### src/rtl/fs_pkg.sv
package fs_pkg;
  localparam int unsigned NUM_SLOTS = 3;
  localparam int unsigned NUM_RD    = 4;

  typedef logic [1:0] slot_t;

  // the slot that is neither a nor b (a != b, both < 3)
  function automatic slot_t third_slot(slot_t a, slot_t b);
    return slot_t'(2'd3 - a - b);
  endfunction
endpackage

### src/rtl/fs_slot_ctrl.sv
module fs_slot_ctrl
  import fs_pkg::*;
#(
  parameter int unsigned LINE_W = 3
) (
  input  logic              clk_i,
  input  logic              rst_ni,
  input  logic              wr_field_i,
  input  logic              rd_field_i,
  input  logic [LINE_W-1:0] wr_line_i,
  input  logic [LINE_W-1:0] win_i,
  output slot_t             wr_slot_o,
  output slot_t             rd_slot_o,
  output logic              drop_o,
  output logic              repeat_o
);
  localparam logic [LINE_W:0] LINES = (LINE_W+1)'(1) << LINE_W;

  slot_t       wr_q, rd_q, done_q, wr_d, rd_d, done_d;
  logic [1:0]  pend_q, pend_d;
  logic        started_q, any_q, defer_q, defer_d;
  logic        drop_q, rep_q, take, closing, early, late;
  logic [LINE_W:0] line_ext, win_ext;

  assign line_ext = {1'b0, wr_line_i};
  assign win_ext  = {1'b0, win_i};
  assign early    = line_ext < win_ext;
  assign late     = (win_i != '0) && (line_ext >= (LINES - win_ext));
  assign closing  = wr_field_i && started_q;

  always_comb begin
    defer_d = defer_q;
    take    = 1'b0;
    rd_d    = rd_q;
    if (rd_field_i) begin
      if (late)        defer_d = 1'b1;
      else if (!early) defer_d = 1'b0;
      take = (pend_q != 2'd0) && !(early && defer_d);
      if (take) rd_d = done_q;
    end
    pend_d = take ? 2'd0 : pend_q;
    if (closing && pend_d != 2'd2) pend_d = pend_d + 2'd1;
    wr_d   = closing ? third_slot(wr_q, rd_d) : wr_q;
    done_d = closing ? wr_q : done_q;
  end

  always_ff @(posedge clk_i or negedge rst_ni) begin
    if (!rst_ni) begin
      wr_q      <= 2'd0;
      rd_q      <= 2'd1;
      done_q    <= 2'd1;
      pend_q    <= 2'd0;
      started_q <= 1'b0;
      any_q     <= 1'b0;
      defer_q   <= 1'b0;
      drop_q    <= 1'b0;
      rep_q     <= 1'b0;
    end else begin
      wr_q      <= wr_d;
      rd_q      <= rd_d;
      done_q    <= done_d;
      pend_q    <= pend_d;
      started_q <= started_q | wr_field_i;
      any_q     <= any_q | closing;
      defer_q   <= defer_d;
      drop_q    <= take && (pend_q == 2'd2);
      rep_q     <= rd_field_i && any_q && !take;
    end
  end

  assign wr_slot_o = wr_q;
  assign rd_slot_o = rd_q;
  assign drop_o    = drop_q;
  assign repeat_o  = rep_q;
endmodule

### src/rtl/fs_store.sv
module fs_store
  import fs_pkg::*;
#(
  parameter int unsigned ADDR_W = 7,
  parameter int unsigned DATA_W = 8
) (
  input  logic              clk_i,
  input  logic              we_i,
  input  slot_t             wslot_i,
  input  logic [ADDR_W-1:0] waddr_i,
  input  logic [DATA_W-1:0] wdata_i,
  input  slot_t             rslot_i,
  input  logic [ADDR_W-1:0] raddr_i,
  output logic [DATA_W-1:0] rdata_o
);
  localparam int unsigned DEPTH = 1 << ADDR_W;

  logic [DATA_W-1:0] mem_q [NUM_SLOTS][DEPTH];

  always_ff @(posedge clk_i) begin
    if (we_i && wslot_i < 2'(NUM_SLOTS)) mem_q[wslot_i][waddr_i] <= wdata_i;
    if (rslot_i < 2'(NUM_SLOTS)) rdata_o <= mem_q[rslot_i][raddr_i];
    else                         rdata_o <= '0;
  end
endmodule

### src/rtl/fs_read_mux.sv
module fs_read_mux #(
  parameter int unsigned ADDR_W = 7,
  parameter int unsigned DATA_W = 8,
  parameter int unsigned N_RD   = 4
) (
  input  logic                     clk_i,
  input  logic                     rst_ni,
  input  logic [N_RD*ADDR_W-1:0]   rd_addr_i,
  input  logic [DATA_W-1:0]        mem_rdata_i,
  output logic [ADDR_W-1:0]        mem_raddr_o,
  output logic [N_RD*DATA_W-1:0]   rd_data_o,
  output logic                     rd_valid_o
);
  localparam int unsigned PH_W = (N_RD > 1) ? $clog2(N_RD) : 1;
  localparam logic [PH_W-1:0] LAST = PH_W'(N_RD - 1);

  logic [PH_W-1:0]   ph_q, ph_d1_q;
  logic              vld_d1_q, valid_q;
  logic [DATA_W-1:0] lane_q [N_RD];

  assign mem_raddr_o = rd_addr_i[ph_q*ADDR_W +: ADDR_W];

  always_ff @(posedge clk_i or negedge rst_ni) begin
    if (!rst_ni) begin
      ph_q     <= '0;
      ph_d1_q  <= LAST;
      vld_d1_q <= 1'b0;
      valid_q  <= 1'b0;
    end else begin
      ph_q     <= (ph_q == LAST) ? '0 : ph_q + 1'b1;
      ph_d1_q  <= ph_q;
      vld_d1_q <= 1'b1;
      valid_q  <= vld_d1_q && (ph_d1_q == LAST);
    end
  end

  for (genvar k = 0; k < N_RD; k++) begin : g_lane
    always_ff @(posedge clk_i or negedge rst_ni) begin
      if (!rst_ni)                                   lane_q[k] <= '0;
      else if (vld_d1_q && ph_d1_q == PH_W'(k))      lane_q[k] <= mem_rdata_i;
    end
    assign rd_data_o[k*DATA_W +: DATA_W] = lane_q[k];
  end

  assign rd_valid_o = valid_q;
endmodule

### src/rtl/fs_sync.sv
module fs_sync
  import fs_pkg::*;
#(
  parameter int unsigned LINE_W = 3,
  parameter int unsigned PIX_W  = 4,
  parameter int unsigned DATA_W = 8,
  localparam int unsigned ADDR_W = LINE_W + PIX_W
) (
  input  logic                       clk_i,
  input  logic                       rst_ni,
  input  logic                       wr_field_i,
  input  logic                       wr_en_i,
  input  logic [LINE_W-1:0]          wr_line_i,
  input  logic [PIX_W-1:0]           wr_pix_i,
  input  logic [DATA_W-1:0]          wr_data_i,
  input  logic                       rd_field_i,
  input  logic [LINE_W-1:0]          hyst_win_i,
  input  logic [NUM_RD*ADDR_W-1:0]   rd_addr_i,
  output logic [NUM_RD*DATA_W-1:0]   rd_data_o,
  output logic                       rd_valid_o,
  output logic                       drop_o,
  output logic                       repeat_o
);
  slot_t             wr_slot, rd_slot;
  logic [ADDR_W-1:0] mem_raddr;
  logic [DATA_W-1:0] mem_rdata;

  fs_slot_ctrl #(.LINE_W(LINE_W)) u_ctrl (
    .clk_i, .rst_ni, .wr_field_i, .rd_field_i, .wr_line_i,
    .win_i    (hyst_win_i),
    .wr_slot_o(wr_slot),
    .rd_slot_o(rd_slot),
    .drop_o,
    .repeat_o
  );

  fs_store #(.ADDR_W(ADDR_W), .DATA_W(DATA_W)) u_store (
    .clk_i,
    .we_i   (wr_en_i),
    .wslot_i(wr_slot),
    .waddr_i({wr_line_i, wr_pix_i}),
    .wdata_i(wr_data_i),
    .rslot_i(rd_slot),
    .raddr_i(mem_raddr),
    .rdata_o(mem_rdata)
  );

  fs_read_mux #(.ADDR_W(ADDR_W), .DATA_W(DATA_W), .N_RD(NUM_RD)) u_rmux (
    .clk_i, .rst_ni, .rd_addr_i,
    .mem_rdata_i(mem_rdata),
    .mem_raddr_o(mem_raddr),
    .rd_data_o,
    .rd_valid_o
  );
endmodule

### config.mk
export PLATFORM = sky130hd
export DESIGN_NAME = fs_sync
export DESIGN_NICKNAME = d
export VERILOG_FILES = /design/src/rtl/fs_pkg.sv /design/src/rtl/fs_slot_ctrl.sv /design/src/rtl/fs_store.sv /design/src/rtl/fs_read_mux.sv /design/src/rtl/fs_sync.sv
export SDC_FILE = /design/constraint.sdc
export NUM_CORES = 2
export LEC_CHECK = 0
export ABC_AREA = 1
export BUFFER_PORTS_ARGS = -buffer_cell sky130_fd_sc_hd__buf_2
export CAP_MARGIN = 20
export CORE_MARGIN = 2
export CORE_UTILIZATION = 45
export DETAILED_ROUTE_END_ITERATION = 8
export HOLD_SLACK_MARGIN = 0.02
export SLEW_MARGIN = 20
export SYNTH_ARGS = -nofsm -noshare
export SYNTH_HDL_FRONTEND = slang
export SYNTH_HIERARCHICAL = 1
export SYNTH_SLANG_ARGS = --single-unit
### constraint.sdc
create_clock -name clk_i -period 2.6 [get_ports clk_i]
set_clock_uncertainty 0.15 [all_clocks]
set_input_delay 0 -clock clk_i [delete_from_list [all_inputs] [get_ports clk_i]]
set_output_delay 0 -clock clk_i [all_outputs]
set_load 0.005 [all_outputs]
=== Word level (Yosys, flattened, before mapping) ===
Memories as Yosys holds them, arrays and structs flattened.
Cells that the tools add are included.

* Add/subtract/negate cells: 5
* Multiply operators: 1
* Div/mod/pow operators: 0
* Magnitude comparators: 7
* Eq/ne operators: 6
* Shift operators: 1
* Multiplexer cells: 16
* Bitwise operators: 4
* Reduce and logical (&&, ||, !) cells: 19

{| class="wikitable"
|+ Operators with widths
! kind !! count
|-
| $mux W1024 || 1
|-
| $bmux W8 S7 || 1
|-
| $demux W8 S7 || 1
|-
| $shiftx A28 B6 Y7 || 1
|-
| $mux W8 || 3
|-
| $ge A8 B8 Y1 const B || 2
|-
| $not A7 Y8 || 2
|-
| $logic_and A1 B1 Y1 || 14
|-
| $mux W2 || 5
|-
| $eq A2 B2 Y1 const B || 4
|-
| $lt A8 B1 Y1 const B || 1
|-
| $mul A2 B3 Y5 const B || 1
|-
| $mux W1 || 5
|-
| $add A2 B1 Y2 const B || 2
|-
| $ge A3 B4 Y1 || 1
|-
| $lt A2 B2 Y1 const B || 2
|-
| $sub A4 B3 Y4 const A || 1
|-
| $lt A3 B3 Y1 || 1
|-
| $reduce_bool A3 Y1 || 1
|-
| $eq A2 B1 Y1 const B || 1
|-
| $logic_not A1 Y1 || 2
|-
| $logic_not A2 Y1 || 1
|-
| $ne A2 B2 Y1 const B || 1
|-
| $or A1 B1 Y1 || 2
|-
| 3 further kinds || 3
|}

* Bits in registers: 59
* Latch bits: 0
* Memory bits (writable): 3,072
* Bits in read-only memories: 0
* Bits of input ports: 51
* Output and inout bits: 35
* Memories kept: 1

{| class="wikitable"
|+ Memories
! memory !! depth !! width !! read ports !! clocked after memory_dff !! write ports !! RTL line !! text
|-
| u_store.mem_q || 3 || 1,024 || 1 || 0 || 1 || fs_store.sv:18 || <nowiki>logic [DATA_W-1:0] mem_q [NUM_SLOTS][DEPTH];</nowiki>
|}

=== Depth between registers and ports, before layout ===
* Depth in word-level cells: 13
* Depth in mapped cells: 22
* Gate-level depth less buffers: 21

=== Cells and area by module ===
The synthesis kept the hierarchy.

{| class="wikitable"
|+ Modules (own cells, without submodules)
! module !! times used !! cells each !! area each (µm²) !! seq. area each (µm²)
|-
| fs_store || 1 || 11,204 || 128,416.9 || 92,408.6
|-
| fs_read_mux || 1 || 233 || 1,806.7 || 953.4
|-
| fs_slot_ctrl || 1 || 86 || 737.0 || 327.8
|}

=== Worst setup path after synthesis ===
Ideal clock, no wire load.

* Kind: register -> register
* Start point: register u_rmux.ph_q[0]
* End point: register u_store.rdata_o[2]
* Library setup time: 0.123 ns
* Arrival time: 2.295 ns
* Required time: 2.327 ns
* Setup slack: 0.032 ns
* Cell stages (with the launch flop): 22
* Path through: dfrtp_1 > clkbuf_2 > inv_1 > buf_2 > nand2_1 > nand3_1 > nand2_1 > buf_4 > inv_2 > buf_2 > clkbuf_1 > nand3_1 > nand2_1 > nand2_1 > nand2_1 > nand3_1 > nand3_1 > nand3_1 > nand2_1 > nand2_1 > nand3_1 > a21oi_1

* Cells in the longest elaborated chain, start to end: 6

{| class="wikitable"
|+ RTL lines
! what !! RTL line !! text
|-
| start: declaration || fs_read_mux.sv:17 || <nowiki>logic [PH_W-1:0] ph_q, ph_d1_q;</nowiki>
|-
| start signal: assignment || fs_read_mux.sv:30 || <nowiki>ph_q <= (ph_q == LAST) ? '0 : ph_q + 1'b1;</nowiki>
|-
| $mul A2 B3 Y5 || fs_read_mux.sv:21 || <nowiki>assign mem_raddr_o = rd_addr_i[ph_q*ADDR_W +: ADDR_W];</nowiki>
|-
| $shiftx A28 B6 Y7 || fs_read_mux.sv:21 ||
|-
| net mem_raddr[0] || fs_sync.sv:25 || <nowiki>logic [ADDR_W-1:0] mem_raddr;</nowiki>
|-
| $not A7 Y8 (not written as such) || fs_store.sv:22 || <nowiki>if (rslot_i < 2'(NUM_SLOTS)) rdata_o <= mem_q[rslot_i][raddr_i];</nowiki>
|-
| $bmux W8 S7 || fs_store.sv:22 ||
|-
| $mux W8 (not written as such) (2 in series) || fs_store.sv:22 ||
|-
| end signal: assignment || fs_store.sv:22 ||
|-
| end: declaration || fs_store.sv:14 || <nowiki>output logic [DATA_W-1:0] rdata_o</nowiki>
|}

The timed path passes the listed nets, and every way through them passes these cells. The select of a mux whose other input is x is not followed.
A chain may end at the register's enable or synchronous reset.

=== Worst setup path after layout ===
* Start point: register u_rmux.ph_q[0]
* End point: register u_store.rdata_o[0]

Same word-level chain as after synthesis.

==> results.sh <==
export IMPL_grt_usage=0.259
export IMPL_grt_pass1_vias=88695
export IMPL_io_buffers=85
export IMPL_yosysTopAreaCell="edfxtp_1"
export IMPL_synth_common_cells="nand2_1 (3435), edfxtp_1 (3072), nand3_1 (1643), nor2_1 (913), a21oi_1 (660)"
export IMPL_internal_power_w=0.0925
export IMPL_finalCritPeriodShare=1.17
export IMPL_grt_max_degree=92
export IMPL_gp_congestion=0.891
export IMPL_synth_sequential_area_ratio=0.715
export IMPL_yosysUniqueCellTypes=37
export IMPL_power_leakage_nw=59.1
export IMPL_hold_ws_ns=0.0717
export IMPL_drcViolationCount=0
export IMPL_synth_most_common_cell="nand2_1"
export IMPL_critPathArrivalTime_ns=3.63
export IMPL_p_switching_w=0.0408
export IMPL_maxCapViolations=0
export IMPL_power_switching_share=0.306
export IMPL_root_buffer="clkbuf_16"
export IMPL_finalWorstPathRequiredPeriod_ns=3.03
export IMPL_ios=86
export IMPL_seqPwrFrac=0.421
export IMPL_first_pass_iters=9
export IMPL_nets=12466
export IMPL_violations="negative setup slack"
export IMPL_viasPerCell=5.51
export IMPL_rsz0062_at_grt="true"
export IMPL_relSlewSlack=0.220
export IMPL_outcome="finished with violations"
export IMPL_reg2reg_depth=19
export IMPL_syn_area_per_cell_sq_um=11.4
export IMPL_synthArstFlopShare=0.0163
export IMPL_hpwl_um=233000
export IMPL_report_final_setup_viol=8
export IMPL_finalMaxSlewViolations=0
export IMPL_critPathCapture="u_store/rdata_o[0]$_SDFF_PP0_"
export IMPL_antenna_found_initial=13
export IMPL_die_area_sq_um=295000
export IMPL_r2r_slack_ns=-0.43
export IMPL_core_region_area_sq_um=290000
export IMPL_hold_path_class="in -> reg"
export IMPL_cts_sinks=3131
export IMPL_worstSetupPathType="reg -> reg"
export IMPL_rows=198
export IMPL_vdd_drop_max_v=0.000682
export IMPL_r2r_end="u_store/rdata_o[0]$_SDFF_PP0_"
export IMPL_combPwrFrac=0.241
export IMPL_clk_pin_slew_ns=0.06
export IMPL_powerDensity_nw_per_um2=850
export IMPL_final_util=0.540
export IMPL_cts_htree_levels=5
export IMPL_ys_warn_count=6
export IMPL_fin_ws_ns=-0.431
export IMPL_critPathMaxFanout=11
export IMPL_tightestPinTransition_ns=1.17
export IMPL_synth_area_sq_um=131000
export IMPL_startpoint_type="flop"
export IMPL_cts_made_buffers=326
export IMPL_synthCells=11523
export IMPL_clockBufferDepth=4
export IMPL_ant_nets=0
export IMPL_synth_top_flop_cell="edfxtp_1"
export IMPL_chipHeight_um=543
export IMPL_grt_overflow=0
export IMPL_hold_viol_final=0
export IMPL_ys_ff_latch=3131
export IMPL_synth_edf_count=3072
export IMPL_synth_nets=11584
export IMPL_synth_top_area_frac=0.704
export IMPL_vias=91333
export IMPL_die_x_um=543
export IMPL_wl_per_cell_um=23.5
export IMPL_initial_core_util=0.451
export IMPL_clkPwrFrac=0.339
export IMPL_clk_latency_ns=0.87
export IMPL_area_growth_pct=19.8
export IMPL_drive_above_1_share=0.169
export IMPL_finalWirelength_um=390000
export IMPL_startpoint="u_rmux/ph_q[0]$_DFF_PN0_"
export IMPL_synthTopCellsByArea="edfxtp_1 (70%), nand2_1 (9.8%), nand3_1 (6.3%)"
export IMPL_drtIter0Drc=10901
export IMPL_worstPathRequired_ns=3.20
export IMPL_cts_tree="built"
export IMPL_r2r_start="u_rmux/ph_q[0]$_DFF_PN0_"
export IMPL_grt_pass1_wl_um=575000
export IMPL_end_kind="flop"
export IMPL_fmax_mhz=330
[cells in the final DEF, fill, tap and decap left out, drive strengths merged, types with 40 or more instances in the layout]
master	Yosys	layout
or2	214	214
nand3	1646	1646
clkbuf	153	408
o211ai	160	160
a21oi	661	661
buf	583	1221
o21ai	136	136
nor2	915	915
clkinv	1	130
inv	424	434
dfrtp	47	47
dlygate4sd3	0	40
nand2	3440	3440
edfxtp	3072	3072
[what timing repair did]
action                     4_1_cts  5_1_grt
resized for setup              281      109
hold buffers                    39        4
pin swaps                       29       27
setup endpoints to repair       57       62
cloned                          38        3
hold endpoints to repair      5636        5
buffers inserted                66        0
[layer usage]
metal  part of all wire  vias up  global-route usage
met5           0.000033        -                   0
met4              0.039        2              0.0978
li1                   -    41685                   -
met2               0.47     4057               0.411
met3              0.084      696              0.0424
met1               0.41    44893               0.360
[power groups by stage]
stage | clock [W] | combinational (W) | sequential (W)
after floorplan | 0 | 0.0170 | 0.0570
after global placement | 0 | 0.0288 | 0.0572
after detailed placement | 0 | 0.0290 | 0.0572
after CTS | 0.0458 | 0.0315 | 0.0561
after global routing | 0.0477 | 0.0344 | 0.0561
final | 0.0452 | 0.0321 | 0.0561
[area by class of cell]
type | count | area (sq um)
fillers | 24472 | 133000
flip-flops and latches | 3131 | 93700
multi-input cells | 7231 | 32800
repair buffers | 1287 | 13700
clock buffers | 405 | 8660
well taps | 3900 | 4880
inverters | 425 | 1670
clock inverters | 168 | 1480
repair inverters | 3 | 36.3
diodes | 13 | 32.5
[state kept, by name, indices dropped and copies added, names as in the netlist, 2 cells and up]
name              count
u_ctrl/wr_slot_o      2
u_rmux/ph_d1_q        2
u_ctrl/pend_q         2
u_store/mem_q      3072
u_rmux/rd_data_o     32
u_ctrl/rd_slot_o      2
u_ctrl/done_q         2
u_rmux/ph_q           2
u_store/rdata_o       8
[worst min path at each step]
stage / startpoint / to / slack, ns / depth (start not counted)
detailed placement: rst_ni / u_rmux/rd_data_o[0]$_DFFE_PN0P_ / -0.20 / 1
global route: wr_data_i[5] / u_store/mem_q[0][773]$_DFFE_PP_ / 0.06 / 2
global placement: rst_ni / u_rmux/rd_data_o[3]$_DFFE_PN0P_ / -0.21 / 1
finish: wr_data_i[5] / u_store/mem_q[0][773]$_DFFE_PP_ / 0.07 / 2
floorplan: rst_ni / u_ctrl/any_q$_DFF_PN0_ / -0.45 / 0
CTS: wr_data_i[6] / u_store/mem_q[1][806]$_DFFE_PP_ / 0.02 / 2
[cells by family (layout without fill, tap and decap cells)]
| logic type | after synthesis | count (layout) | share of synthesized area |
|---|---|---|---|
| AND/OR/NAND/NOR | 6259 | 6259 | 0.200 |
| flip-flops | 3131 | 3131 | 0.715 |
| buffers and inverters | 1161 | 2288 | 0.0436 |
| AO/OA/AOI/OAI | 960 | 960 | 0.0398 |
| adder cells (fa/ha/maj) | 10 | 10 | 0.000955 |
| other | 1 | 14 | 0.0000286 |
| XOR/XNOR | 1 | 1 | 0.0000669 |
[stage by stage]
stage	power [W]	cell area (sq um)	setup WS, ns	cells	TNS [ns]
floorplan	0.0740	131000	0.0323	11523	0
global placement	0.0860	143000	-0.781	15830	-5.97
detailed placement	0.0862	143000	-0.741	15830	-5.53
CTS	0.133	156000	-0.385	16544	-3.40
global route	0.138	157000	-0.550	16554	-4.22
finish	0.133	157000	-0.431	16563	-3.23
[worst max-delay path: stages, from the launching register on]
cell and delay, ns:
dfrtp_2 0.42, inv_2 0.08, nand2_2 0.09, nand3_4 0.09, nand2_8 0.13, buf_12 0.16, clkinv_16 0.12, buf_16 0.18
buf_12 0.16, buf_12 0.14, nand2_1 0.07, nand2_1 0.06, o21ai_1 0.20, nand3_1 0.18, nand3_1 0.19, nand2_1 0.06
nand2_1 0.14, nand3_2 0.09, nand3_2 0.09, a21oi_2 0.06
(Power assumes the default switching activity.)
